`config.mk`:
```
export PLATFORM = sky130hd
export DESIGN_NAME = usb_evt_irq
export DESIGN_NICKNAME = d
export VERILOG_FILES = /design/src/rtl/usbirq_pkg.sv /design/src/rtl/usbirq_sticky.sv /design/src/rtl/usbirq_ctlreg.sv /design/src/rtl/usbirq_gate.sv /design/src/rtl/usbirq_frame.sv /design/src/rtl/usbirq_regif.sv /design/src/rtl/usb_evt_irq.sv
export SDC_FILE = /design/constraint.sdc
export NUM_CORES = 1
export LEC_CHECK = 0
export BUFFER_PORTS_ARGS = -buffer_cell sky130_fd_sc_hd__buf_2
export CAP_MARGIN = 15
export CORE_MARGIN = 2
export CORE_UTILIZATION = 33
export CTS_BUF_LIST = sky130_fd_sc_hd__clkbuf_4 sky130_fd_sc_hd__clkbuf_8
export DETAILED_ROUTE_END_ITERATION = 12
export HOLD_SLACK_MARGIN = 0.06
export SLEW_MARGIN = 20
export SYNTH_ARGS = -nofsm -noshare
export SYNTH_HDL_FRONTEND = slang
export SYNTH_SLANG_ARGS = --single-unit
```
`constraint.sdc`:
```
create_clock -name clk -period 1.8 [get_ports clk]
set_input_delay 0.45 -clock clk [delete_from_list [all_inputs] [get_ports clk]]
set_output_delay 0.45 -clock clk [all_outputs]
set_load 0.01 [all_outputs]
```
`src/rtl/usbirq_pkg.sv`:
```
// Package: shared counts, bit positions and register addresses of the
// USB event interrupt aggregator. Assumes a 3-bit register address.
package usbirq_pkg;
    localparam int NUM_EV  = 6;
    localparam int NUM_PWR = 3;
    localparam int REG_AW  = 3;

    // event status bit positions (firmware decodes these)
    localparam int EV_FEP0 = 0;
    localparam int EV_FEP1 = 1;
    localparam int EV_FEP2 = 2;
    localparam int EV_HEP0 = 3;
    localparam int EV_EOF2 = 4;
    localparam int EV_SOF  = 5;

    // power status bit positions
    localparam int PW_SUSP  = 0;
    localparam int PW_RSM   = 1;
    localparam int PW_RWAKE = 2;

    // register addresses
    localparam logic [REG_AW-1:0] SEL_EVSTAT = 3'd0;
    localparam logic [REG_AW-1:0] SEL_EVMASK = 3'd1;
    localparam logic [REG_AW-1:0] SEL_EVACK  = 3'd2;
    localparam logic [REG_AW-1:0] SEL_PWSTAT = 3'd3;
    localparam logic [REG_AW-1:0] SEL_PWEN   = 3'd4;
    localparam logic [REG_AW-1:0] SEL_FRLO   = 3'd5;
    localparam logic [REG_AW-1:0] SEL_FRHI   = 3'd6;
endpackage

```
`src/rtl/usbirq_sticky.sv`:
```
// Sticky status bank: each bit is set by a pulse and cleared by a strobe.
// A set and a clear in the same cycle leave the bit set.
// Assumes pulses and strobes are synchronous to clk.
module usbirq_sticky #(
    parameter int W = 6
) (
    input  logic         clk,
    input  logic         rst_n,
    input  logic [W-1:0] set_i,
    input  logic [W-1:0] clr_i,
    output logic [W-1:0] q_o
);
    logic [W-1:0] q;

    // hold bits; set has priority over clear
    always_ff @(posedge clk) begin
        if (!rst_n) begin
            q <= '0;
        end else begin
            q <= set_i | (q & ~clr_i);
        end
    end

    assign q_o = q;
endmodule

```
`src/rtl/usbirq_ctlreg.sv`:
```
// Plain control register with a parameter reset value, loaded by a write strobe.
// Assumes d_i is valid in the cycle we_i is high.
module usbirq_ctlreg #(
    parameter int         W   = 6,
    parameter logic [W-1:0] RST = '0
) (
    input  logic         clk,
    input  logic         rst_n,
    input  logic         we_i,
    input  logic [W-1:0] d_i,
    output logic [W-1:0] q_o
);
    logic [W-1:0] q;

    // load on write, reset to RST
    always_ff @(posedge clk) begin
        if (!rst_n) begin
            q <= RST;
        end else if (we_i) begin
            q <= d_i;
        end
    end

    assign q_o = q;
endmodule

```
`src/rtl/usbirq_gate.sv`:
```
// Request gate: ORs latched sources passed by a per-bit control and registers
// the result. CTL_BLOCKS selects polarity: 1 means a set control bit blocks the
// source (mask), 0 means a set control bit passes it (enable).
module usbirq_gate #(
    parameter int W          = 6,
    parameter bit CTL_BLOCKS = 1'b1
) (
    input  logic         clk,
    input  logic         rst_n,
    input  logic [W-1:0] stat_i,
    input  logic [W-1:0] ctl_i,
    output logic         irq_o
);
    logic [W-1:0] pass;
    logic         irq_q;

    generate
        if (CTL_BLOCKS) begin : g_mask
            assign pass = stat_i & ~ctl_i;
        end else begin : g_enable
            assign pass = stat_i & ctl_i;
        end
    endgenerate

    // register the OR of passed sources
    always_ff @(posedge clk) begin
        if (!rst_n) begin
            irq_q <= 1'b0;
        end else begin
            irq_q <= |pass;
        end
    end

    assign irq_o = irq_q;
endmodule

```
`src/rtl/usbirq_frame.sv`:
```
// Frame number capture: loads frame_i on each start-of-frame strobe.
// Assumes frame_i is stable in the strobe cycle.
module usbirq_frame #(
    parameter int FRAME_W = 11
) (
    input  logic               clk,
    input  logic               rst_n,
    input  logic               cap_i,
    input  logic [FRAME_W-1:0] frame_i,
    output logic [FRAME_W-1:0] frame_o
);
    logic [FRAME_W-1:0] fr_q;

    // capture on start of frame
    always_ff @(posedge clk) begin
        if (!rst_n) begin
            fr_q <= '0;
        end else if (cap_i) begin
            fr_q <= frame_i;
        end
    end

    assign frame_o = fr_q;
endmodule

```
`src/rtl/usbirq_regif.sv`:
```
// Register interface: decodes writes into load and clear strobes and
// multiplexes read data. The acknowledge address returns zero.
// Assumes DATA_W >= NUM_EV and FRAME_W > DATA_W.
module usbirq_regif
    import usbirq_pkg::*;
#(
    parameter int DATA_W  = 8,
    parameter int FRAME_W = 11
) (
    input  logic               wr_en,
    input  logic [REG_AW-1:0]  addr,
    input  logic [DATA_W-1:0]  wdata,
    input  logic [NUM_EV-1:0]  ev_stat,
    input  logic [NUM_EV-1:0]  ev_mask,
    input  logic [NUM_PWR-1:0] pwr_stat,
    input  logic [NUM_PWR-1:0] pwr_en,
    input  logic [FRAME_W-1:0] frame,
    output logic               mask_we,
    output logic               en_we,
    output logic [NUM_EV-1:0]  ack_clr,
    output logic [NUM_PWR-1:0] pwr_clr,
    output logic [DATA_W-1:0]  rdata
);
    localparam int HI_W = FRAME_W - DATA_W;

    logic unused_wd;
    assign unused_wd = ^wdata[DATA_W-1:NUM_EV];

    // write decode into strobes
    always_comb begin
        mask_we = wr_en && (addr == SEL_EVMASK);
        en_we   = wr_en && (addr == SEL_PWEN);
        ack_clr = (wr_en && (addr == SEL_EVACK))  ? wdata[NUM_EV-1:0]  : '0;
        pwr_clr = (wr_en && (addr == SEL_PWSTAT)) ? wdata[NUM_PWR-1:0] : '0;
    end

    // read multiplexer
    always_comb begin
        rdata = '0;
        case (addr)
            SEL_EVSTAT: rdata[NUM_EV-1:0]  = ev_stat;
            SEL_EVMASK: rdata[NUM_EV-1:0]  = ev_mask;
            SEL_PWSTAT: rdata[NUM_PWR-1:0] = pwr_stat;
            SEL_PWEN:   rdata[NUM_PWR-1:0] = pwr_en;
            SEL_FRLO:   rdata              = frame[DATA_W-1:0];
            SEL_FRHI:   rdata[HI_W-1:0]    = frame[FRAME_W-1:DATA_W];
            default:    rdata              = '0;
        endcase
    end
endmodule

```
`src/rtl/usb_evt_irq.sv`:
```
// Top: USB event interrupt aggregator. Latches transfer/frame and power
// events, gates them by mask (1 blocks) and enable (1 passes), drives two
// registered requests and captures the frame number on start of frame.
// Assumes all inputs synchronous to clk; reset is synchronous active-low.
module usb_evt_irq
    import usbirq_pkg::*;
#(
    parameter int DATA_W  = 8,
    parameter int FRAME_W = 11
) (
    input  logic               clk,
    input  logic               rst_n,
    input  logic [NUM_EV-1:0]  ev_pulse,
    input  logic [NUM_PWR-1:0] pwr_pulse,
    input  logic [FRAME_W-1:0] frame_in,
    input  logic               wr_en,
    input  logic [REG_AW-1:0]  addr,
    input  logic [DATA_W-1:0]  wdata,
    output logic [DATA_W-1:0]  rdata,
    output logic               irq_ev,
    output logic               irq_pwr
);
    logic [NUM_EV-1:0]  ev_stat_q, ev_mask_q, ack_clr;
    logic [NUM_PWR-1:0] pwr_stat_q, pwr_en_q, pwr_clr;
    logic [FRAME_W-1:0] frame_q;
    logic               mask_we, en_we;

    usbirq_regif #(.DATA_W(DATA_W), .FRAME_W(FRAME_W)) u_regif (
        .wr_en(wr_en), .addr(addr), .wdata(wdata),
        .ev_stat(ev_stat_q), .ev_mask(ev_mask_q),
        .pwr_stat(pwr_stat_q), .pwr_en(pwr_en_q), .frame(frame_q),
        .mask_we(mask_we), .en_we(en_we),
        .ack_clr(ack_clr), .pwr_clr(pwr_clr), .rdata(rdata)
    );

    usbirq_sticky #(.W(NUM_EV)) u_ev_stat (
        .clk(clk), .rst_n(rst_n), .set_i(ev_pulse), .clr_i(ack_clr), .q_o(ev_stat_q)
    );

    usbirq_sticky #(.W(NUM_PWR)) u_pwr_stat (
        .clk(clk), .rst_n(rst_n), .set_i(pwr_pulse), .clr_i(pwr_clr), .q_o(pwr_stat_q)
    );

    usbirq_ctlreg #(.W(NUM_EV), .RST({NUM_EV{1'b1}})) u_ev_mask (
        .clk(clk), .rst_n(rst_n), .we_i(mask_we), .d_i(wdata[NUM_EV-1:0]), .q_o(ev_mask_q)
    );

    usbirq_ctlreg #(.W(NUM_PWR), .RST('0)) u_pwr_en (
        .clk(clk), .rst_n(rst_n), .we_i(en_we), .d_i(wdata[NUM_PWR-1:0]), .q_o(pwr_en_q)
    );

    usbirq_gate #(.W(NUM_EV), .CTL_BLOCKS(1'b1)) u_gate_ev (
        .clk(clk), .rst_n(rst_n), .stat_i(ev_stat_q), .ctl_i(ev_mask_q), .irq_o(irq_ev)
    );

    usbirq_gate #(.W(NUM_PWR), .CTL_BLOCKS(1'b0)) u_gate_pwr (
        .clk(clk), .rst_n(rst_n), .stat_i(pwr_stat_q), .ctl_i(pwr_en_q), .irq_o(irq_pwr)
    );

    usbirq_frame #(.FRAME_W(FRAME_W)) u_frame (
        .clk(clk), .rst_n(rst_n), .cap_i(ev_pulse[EV_SOF]), .frame_i(frame_in), .frame_o(frame_q)
    );
endmodule

```
==> results of run 1 <==
cells in the final DEF (no fill, tap or decap), types with 3 or more instances in the layout:
master	count
buf_4	10
o22ai_1	4
nor2b_1	16
nand2_1	6
mux2i_1	22
inv_1	6
a21boi_0	3
mux2_2	3
buf_2	38
o21a_1	10
and3_1	4
clkbuf_8	7
a21oi_1	6
nor2_1	3
a22oi_1	3
dfxtp_1	31
nand3b_1	5
worst paths after layout:
path / endpoint / depth (start not counted) / slack (ps) / start
worst max register to register: u_gate_ev.irq_o / 3 / 910 / u_ev_stat.q_o[0]
worst min register to register: u_frame.frame_o[7] / 2 / 510 / u_frame.frame_o[7]
worst max-delay path: rdata[0] / 6 / 4 / addr[2]
worst min-delay path: u_ev_stat.q_o[4] / 2 / 370 / ev_pulse[4]
cell families (layout without fill, tap and decap cells):
group,Yosys count,after routing,synth area share [%]
compound gates,35,35,16.42
simple gates,44,44,18.43
flops,31,31,41.54
mux,25,25,17.00
buf+inv,17,65,6.616
layout make-up:
class	count	area (um^2)	share of cell area, %
multi-input cells	104	827.0	42.29
well taps	52	65.06	3.327
flip-flops and latches	31	620.6	31.73
repair buffers	51	316.6	16.19
inverters	6	22.52	1.152
clock buffers	8	103.9	5.310
state kept, by name, indices dropped and copies added (netlist names):
| signal | count |
|---|---|
| u_gate_ev.irq_o | 1 |
| u_gate_pwr.irq_o | 1 |
| u_pwr_en.q_o | 3 |
| u_ev_mask.q_o | 6 |
| u_frame.frame_o | 11 |
| u_ev_stat.q_o | 6 |
| u_pwr_stat.q_o | 3 |
repair_timing:
action | in CTS | in global routing
setup endpoints to repair | 4 | 5
resized for setup | 2 | 15
pin swaps | 1 | 0
buffers inserted | 0 | 2
endpoints found under the hold margin | 0 | 0
critical path: stages:
cell and delay, ps:
buf_4 150, buf_12 140, buf_12 120, a221oi_2 180
o22ai_1 140, buf_2 160
report_power, final:
group          leakage [uW]  total [uW]  internal (uW)  switching, uW
clock             0.0000549         619            364            255
sequential         0.000256         744            721           23.0
combinational      0.000539         241            131            110
per-layer routing:
metal	part of all wire [%]	wire, um	track usage (%)
met2	51	1780	24.18
met1	44	1536	17.19
met5	0	0	0
met4	1.7	60	6.289
met3	4.1	144	4.079
through the flow:
stage	hold slack [ps]	instance area (um^2)	instances	setup WS (ps)	power (uW)
after floorplan	460.5	1494	152	151.2	890.7
after global placement	489.9	1760	242	-19.08	973.0
after detailed placement	494.4	1760	242	-32.03	975.9
after CTS	363.8	1869	250	-13.86	1597
after global routing	368.3	1956	252	-37.75	1675
final	367.1	1956	252	3.656	1604
==> impl_metrics.py, run 1 <==
metrics = {
    "place": {
        "port_buffers": 41,
        "dp_hpwl_mm": 2.539,
        "gp_congestion": 0.7359,
    },
    "pwr": {
        "p_leak_uw": 0.0008498,
        "cellPowerDensity_mw_per_mm2": 820.1,
        "max-vdd-ir-drop_v": 0.0002648,
    },
    "run_status": {
        "status": "finished, final reports clean",
    },
    "synth": {
        "async_flop_share_pct": 0,
        "netlist_instances": 152,
        "synth_top_cell_by_area": "dfxtp_1",
        "yosysSeqAreaShare_pct": 41.54,
        "yosys.area.top_type_share_pct": 41.54,
        "synth.avg_cell_area_um2": 9.829,
        "synth_edf_count": 0,
        "synth_most_common_cell": "dfxtp_1",
        "yosys_warnings": 0,
        "synth_ff_type": "dfxtp_1",
        "synth_area_leaders": "dfxtp_1 42%, mux2i_1 15%, nor2b_1 7.5%",
        "post_synth_most_frequent_cells": "31 x dfxtp_1, 22 x mux2i_1, 18 x nor2b_1",
        "synth_cell_type_count": 28,
        "synth_area_mm2": 0.001494,
        "synth_fp_nets": 186,
        "ys_seq_elements": 31,
    },
    "clocking": {
        "htreeDepth": 2,
        "ctsLongestPathBuffers": 2,
        "clk_latency_ps": 290,
        "clk_pin_slew_worst_paths_ps": 60,
        "cts_buffers": 5,
        "clockRootBuffer": "clkbuf_8",
        "cts_num_sinks": 31,
        "cts_tree": "yes",
        "ctsHoldBuffers": 0,
    },
    "layout": {
        "drive_gt1_share_pct": 37.00,
        "final_util_pct": 44.91,
        "syn2layout_area_growth_pct": 30.90,
        "nFillCells": 447,
        "num_antenna_cells": 0,
        "nNetsFinal": 233,
    },
    "global_routing": {
        "grtUsageTotal_pct": 14.42,
        "first_global_vias": 1241,
        "antenna_found_initial": 0,
        "grt_pass1_wl_mm": 5.706,
        "grt_max_degree": 32,
        "overflow": 0,
    },
    "routing": {
        "route.detailed.drc": 0,
        "vias": 1249,
        "wl_per_cell_um": 13.98,
        "ant_nets": 0,
        "dr.first_iter.drc_count": 44,
        "dr.pass1.iters": 4,
        "viasPerCell": 4.956,
        "drt_wl_total_mm": 3.522,
    },
    "floorplanning": {
        "initial_utilization_pct": 34.31,
        "die_w_um": 71.29,
        "pin_count": 44,
        "coreArea_mm2": 0.004354,
        "dieHeight_um": 71.29,
        "dieArea_mm2": 0.005082,
        "num_rows": 24,
    },
    "worst_setup_path": {
        "worst_setup_path_end_kind": "primary output",
        "critical_path_class": "in2out",
        "worstPathMaxFanout": 10,
        "start_kind": "input pin",
        "cp.arrival_ps": 1350,
        "cp.required_ps": 1350,
    },
    "sta": {
        "slew_viol_final": 0,
        "hold_violations": 0,
        "max_freq_mhz": 556.7,
        "fin_crit_sh_pct": 99.80,
        "setup_violations": 0,
        "tightest_slew_ps": 512.9,
        "slew_headroom_pct": 65.81,
        "tns_ps": 0,
        "fin_crit_ps": 1796,
        "fin_skew_ps": 3.789,
    },
    "worst_hold_path": {
        "hold_path.class": "in2reg",
    },
    "run": {
        "maxCapViolCount": 0,
    },
}
(Power assumes the default switching activity.)
==> inputs of run 2 (changes only) <==
ABC_CLOCK_PERIOD_IN_PS = 1800   (was default)
GPL_TIMING_DRIVEN = 0   (was default)
MAX_ROUTING_LAYER = met4   (was default)
==> run 2 against run 1 <==
- non-clock buffer count unchanged
- fmax increased by 2.3%
- hold slack improved by 8.6 ps
- sequential power hardly changed
- clock-buffer cell count unchanged
- setup slack better by 41 ps
- total power down 0.29%
- core utilization fell by 0.40 points
- final cell count unchanged
- sequential share of layout area increased by 0.29 points
- largest cell class unchanged
==> impl_metrics.py, run 2 (synthesis results as in run 1) <==
metrics = {
    "worst_setup_path": {
        "path_buf_inv": 2,
        "worst_setup_path_end_kind": "primary output",
        "critPathTopFamily": "compound AO/OA/AOI/OAI gates",
        "cp.required_ps": 1350,
        "cpMaxStageDelayCell": "a221oi_2",
        "max_stage_delay_ps": 270,
        "worstPathMaxFanout": 11,
        "critical_path_class": "in2out",
        "start_kind": "input pin",
        "cp.arrival_ps": 1310,
        "path_cells": "buf_4 -> and2_4 -> a221oi_2 -> o22ai_2 -> buf_2",
    },
    "routing": {
        "wl_met3_um": 142,
        "viasPerCell": 4.921,
        "dr.first_iter.drc_count": 70,
        "drt_wl_total_mm": 3.543,
        "dr.pass1.iters": 4,
        "wl_met1_mm": 1.589,
        "route.detailed.drc": 0,
        "top_layer": "met4",
        "wl_met2_mm": 1.736,
        "vias": 1240,
        "wl_per_cell_um": 14.06,
        "ant_nets": 0,
    },
    "global_routing": {
        "antenna_found_initial": 0,
        "grt_max_degree": 12,
        "first_global_vias": 1246,
        "grtUsageTotal_pct": 15.28,
        "overflow": 0,
        "grt_pass1_wl_mm": 5.851,
    },
    "pwr": {
        "cellPowerDensity_mw_per_mm2": 825.1,
        "combinationalPowerShare_pct": 14.8,
        "p_int_uw": 1211,
        "p_total_uw": 1599,
        "power_frac_clock_pct": 38.8,
        "power.share.sequential_pct": 46.5,
        "power.switching_uw": 388.4,
        "max-vdd-ir-drop_v": 0.0002660,
        "p_leak_uw": 0.0008397,
        "switching_share_pct": 24.28,
    },
    "layout": {
        "num_antenna_cells": 0,
        "nNetsFinal": 233,
        "fin_cells": 252,
        "syn2layout_area_growth_pct": 29.73,
        "final_cell_mix": "39 x buf_2, 31 x dfxtp_1, 22 x mux2i_1",
        "drive_gt1_share_pct": 35.00,
        "largest_reg_flops": 11,
        "final_common_cell": "buf_2",
    },
    "floorplanning": {
        "dieArea_mm2": 0.005082,
        "coreArea_mm2": 0.004354,
        "num_rows": 24,
        "initial_utilization_pct": 34.31,
        "dieHeight_um": 71.29,
        "pin_count": 44,
        "die_w_um": 71.29,
    },
    "sta": {
        "hold_violations": 0,
        "fin_skew_ps": 3.099,
        "fin_crit_sh_pct": 97.51,
        "slew_viol_final": 0,
        "fin_crit_ps": 1755,
        "tightest_slew_ps": 483.7,
        "setup_violations": 0,
        "slew_headroom_pct": 67.75,
        "rsz0062_at_grt": "yes",
        "max_freq_mhz": 569.7,
    },
    "clocking": {
        "ctsHoldBuffers": 0,
        "cts_buffers": 5,
        "cts_tree": "yes",
        "ctsLongestPathBuffers": 2,
        "cts_num_sinks": 31,
        "clockRootBuffer": "clkbuf_8",
        "htreeDepth": 2,
        "clk_latency_ps": 280,
        "clk_pin_slew_worst_paths_ps": 60,
    },
    "place": {
        "post-place-cells": 244,
        "dp_hpwl_mm": 2.621,
        "port_buffers": 40,
        "gp_congestion": 0.7689,
    },
    "run_status": {
        "status": "finished, final reports clean",
    },
    "worst_hold_path": {
        "hold_path.class": "in2reg",
    },
    "run": {
        "maxCapViolCount": 0,
    },
}
run 2: cell types whose count changed in the layout (fill, tap and decap cells not counted), moves of 2 or more:
cell / previous run / this run
buf_4: 10 / 3
clkbuf_1: 0 / 3
nor2b_2: 2 / 0
buf_6: 1 / 5
buf_12: 2 / 0
nor2_2: 2 / 0
run 2: what timing repair did:
item	4_1_cts	5_1_grt
pin swaps	4	2
setup buffers	2	0
cloned	0	0
resized for setup	12	6
setup endpoints to repair	5	3
run 2: stage by stage:
step / setup TNS [ps] / worst slack (ps) / utilization [%] / cell area [um^2] / hold WS, ps
after floorplan: 0 / 151.2 / - / 1494 / 460.5
after global placement: -503.4 / -124.1 / 40.40 / 1759 / 490.0
after detailed placement: -544.0 / -151.3 / 40.40 / 1759 / 489.4
after CTS: 0 / 13.23 / 43.91 / 1912 / 368.2
after global routing: -1.356 / -1.356 / 44.51 / 1938 / 367.7
final: 0 / 44.84 / 44.51 / 1938 / 375.6
run 2: power by group through the flow:
| stage | Combinational (uW) | Clock (uW) | Sequential [uW] |
|---|---|---|---|
| after floorplan | 141 | 0 | 750 |
| after global placement | 217 | 0 | 756 |
| after detailed placement | 220 | 0 | 757 |
| after CTS | 233 | 639 | 743 |
| after global routing | 260 | 673 | 746 |
| final | 236 | 620 | 743 |
run 2: layout make-up:
type / instances / area [um^2]
Timing Repair Buffer: 42 / 224.0
Multi-Input combinational cell: 104 / 825.8
Buffer: 9 / 76.32
Tap cell: 52 / 65.06
Clock buffer: 8 / 103.9
Inverter: 6 / 22.52
Fill cell: 440 / 2416
Sequential cell: 31 / 620.6
run 2: final timing paths:
check / from / end / slack, ps / cells past startpoint
hold / removal: ev_pulse[4] / u_ev_stat.q_o[4] / 380 / 2
setup reg to reg: u_ev_stat.q_o[0] / u_gate_ev.irq_o / 910 / 3
hold reg to reg: u_ev_mask.q_o[4] / u_ev_mask.q_o[4] / 510 / 2
setup / recovery: addr[1] / rdata[2] / 40 / 5
run 2: metal layers:
layer | track usage, % | vias to the layer above
met1 | 18.79 | 570
li1 | - | 634
met3 | 2.954 | 10
met2 | 24.28 | 26
met4 | 6.918 | 0
met5 | - | -
==> inputs of run 3 (changes only) <==
--- a/config.mk
+++ b/config.mk
@@ -10,5 +10,5 @@
 export CAP_MARGIN = 15
 export CORE_MARGIN = 2
-export CORE_UTILIZATION = 33
+export CORE_UTILIZATION = 53
 export CTS_BUF_LIST = sky130_fd_sc_hd__clkbuf_4 sky130_fd_sc_hd__clkbuf_8
 export DETAILED_ROUTE_END_ITERATION = 12
@@ -16,4 +16,5 @@
 export HOLD_SLACK_MARGIN = 0.06
 export MAX_ROUTING_LAYER = met4
+export PLACE_DENSITY = 0.82
 export SLEW_MARGIN = 20
 export SYNTH_ARGS = -nofsm -noshare
==> constraint.sdc (replaced) <==
create_clock -name clk -period 1.8 [get_ports clk]
set_input_delay 0.18 -clock clk [delete_from_list [all_inputs] [get_ports clk]]
set_output_delay 0.18 -clock clk [all_outputs]
set_load 0.01 [all_outputs]
==> run 3 against run 2 <==
- core utilization up 24 points
- clock-buffer cell count is 2 lower
- cell area is 4.0% lower
- critical path depth decreased by 1
- fmax up 13%
- total power down 13%
- combinational power decreased by 2%
- register-to-register slack worse by 30 ps
- routed wire length up 1.6%
- highest routed layer unchanged
==> impl_metrics.py, run 3 (synthesis results as in run 1) <==
metrics = {
    "floorplanning": {
        "initial_utilization_pct": 55.12,
        "num_rows": 19,
        "dieArea_mm2": 0.003259,
        "pin_count": 44,
        "die_w_um": 57.09,
        "dieHeight_um": 57.09,
        "coreArea_mm2": 0.002710,
    },
    "sta": {
        "hold_violations": 0,
        "whs_ps": 67.46,
        "slew_viol_final": 0,
        "tightest_slew_ps": 478.0,
        "fin_skew_ps": 6.877,
        "rsz0062_at_grt": "no",
        "slew_headroom_pct": 68.14,
        "max_freq_mhz": 643.3,
        "fin_crit_sh_pct": 86.37,
        "tns_ps": 0,
        "setup_violations": 0,
        "fin_crit_ps": 1555,
    },
    "global_routing": {
        "antenna_found_initial": 0,
        "grt_pass1_wl_mm": 5.934,
        "first_global_vias": 1304,
        "grt_max_degree": 11,
        "overflow": 0,
        "grtUsageTotal_pct": 24.37,
    },
    "clocking": {
        "cts_num_sinks": 31,
        "clk_pin_slew_worst_paths_ps": 100,
        "cts_tree": "yes",
        "ctsLongestPathBuffers": 2,
        "clk_latency_ps": 330,
        "ctsResizeCount": 0,
        "clockRootBuffer": "clkbuf_4",
        "htreeDepth": 2,
        "cts_buffers": 5,
    },
    "worst_hold_path": {
        "worstHoldStart": "ev_pulse[2]",
        "hold_path.class": "in2reg",
        "holdPathEnd": "u_ev_stat.q_o[2]",
        "min_delay_path_depth": 2,
    },
    "routing": {
        "dr.pass1.iters": 4,
        "dr.first_iter.drc_count": 48,
        "vias": 1357,
        "drt_wl_total_mm": 3.598,
        "route.detailed.drc": 0,
        "wl_per_cell_um": 15.12,
        "ant_nets": 0,
        "viasPerCell": 5.702,
    },
    "worst_setup_path": {
        "cp.required_ps": 1620,
        "cp.arrival_ps": 1370,
        "critical_path_class": "reg2out",
        "worstReg2RegStart": "u_ev_stat.q_o[0]",
        "worstPathMaxFanout": 3,
        "reg2reg_to": "u_gate_ev.irq_o",
        "reg2reg_depth": 3,
        "worst_setup_path_end_kind": "primary output",
        "r2r_slack_ps": 880,
        "start_kind": "flop",
    },
    "layout": {
        "syn2layout_area_growth_pct": 24.54,
        "final_common_cell": "buf_2",
        "final_cell_mix": "41 x buf_2, 31 x dfxtp_1, 22 x mux2i_1",
        "nNetsFinal": 240,
        "largest_reg_flops": 11,
        "final_util_pct": 68.65,
        "drive_gt1_share_pct": 29.47,
        "nFillCells": 218,
        "num_antenna_cells": 0,
    },
    "place": {
        "dp_hpwl_mm": 2.655,
        "gp_congestion": 0.8455,
        "port_buffers": 40,
    },
    "pwr": {
        "p_leak_uw": 0.0008208,
        "max-vdd-ir-drop_v": 0.0005549,
        "p_total_uw": 1385,
        "cellPowerDensity_mw_per_mm2": 744.6,
    },
    "run_status": {
        "status": "finished, final reports clean",
    },
    "run": {
        "maxCapViolCount": 0,
    },
}
==> run 3: changes by cell type in the layout (fill, tap and decap cells not counted), sizes merged <==
cell	change
clkbuf	-2
clkinv	+1
dlygate4sd3	+7
clkinvlp	+1
==> run 3: worst max-delay path by stage <==
stage | to | slack, ps | startpoint | cells past startpoint
floorplan | rdata[0] | 690 | addr[0] | 5
global placement | rdata[0] | 450 | addr[0] | 7
detailed placement | rdata[0] | 340 | addr[0] | 7
CTS | rdata[4] | 260 | u_ev_mask.q_o[4] | 4
global route | rdata[4] | 150 | u_ev_mask.q_o[4] | 4
finish | rdata[4] | 250 | u_ev_mask.q_o[4] | 4
==> run 3: power by group <==
group	internal, uW	switching, uW
registers	720	21.5
logic	123	109
clock network	166	246
==> run 3: metal layers <==
layer  vias up  track usage [%]  share of wire [%]
met3        12            7.710                7.6
met5         -                -                  0
met4         0            8.970                2.7
met1       638            27.25                 41
met2        60            40.72                 49
li1        647                -                  -
==> run 3: area by class of cell <==
cell class	instances	area, um^2	area share (%)
buffer	11	76.32	4.102
multi-input combinational	104	774.5	41.63
tap	31	38.79	2.085
sequential	31	620.6	33.36
clock buffer	6	45.04	2.421
inverter	6	22.52	1.210
clock inverter	2	12.51	0.6725
timing repair buffer	47	270.3	14.53
==> run 3: per-stage QoR <==
step / cells / worst slack [ps] / cell area [um^2]
floorplan: 152 / 691.2 / 1494
global placement: 223 / 451.3 / 1733
detailed placement: 223 / 342.2 / 1733
CTS: 237 / 258.6 / 1851
global route: 238 / 150.3 / 1861
finish: 238 / 245.4 / 1861
==> run 3: repair_timing <==
| item | in CTS | in global routing |
|---|---|---|
| setup buffers | 0 | 0 |
| endpoints found under the hold margin | 6 | 1 |
| hold buffers | 6 | 1 |
==> run 3: critical path, cell delays in order, from the launching register on <==
cell	delay, ps
dfxtp_1	340
mux2_2	270
a22oi_1	210
nor2_1	70
buf_2	140
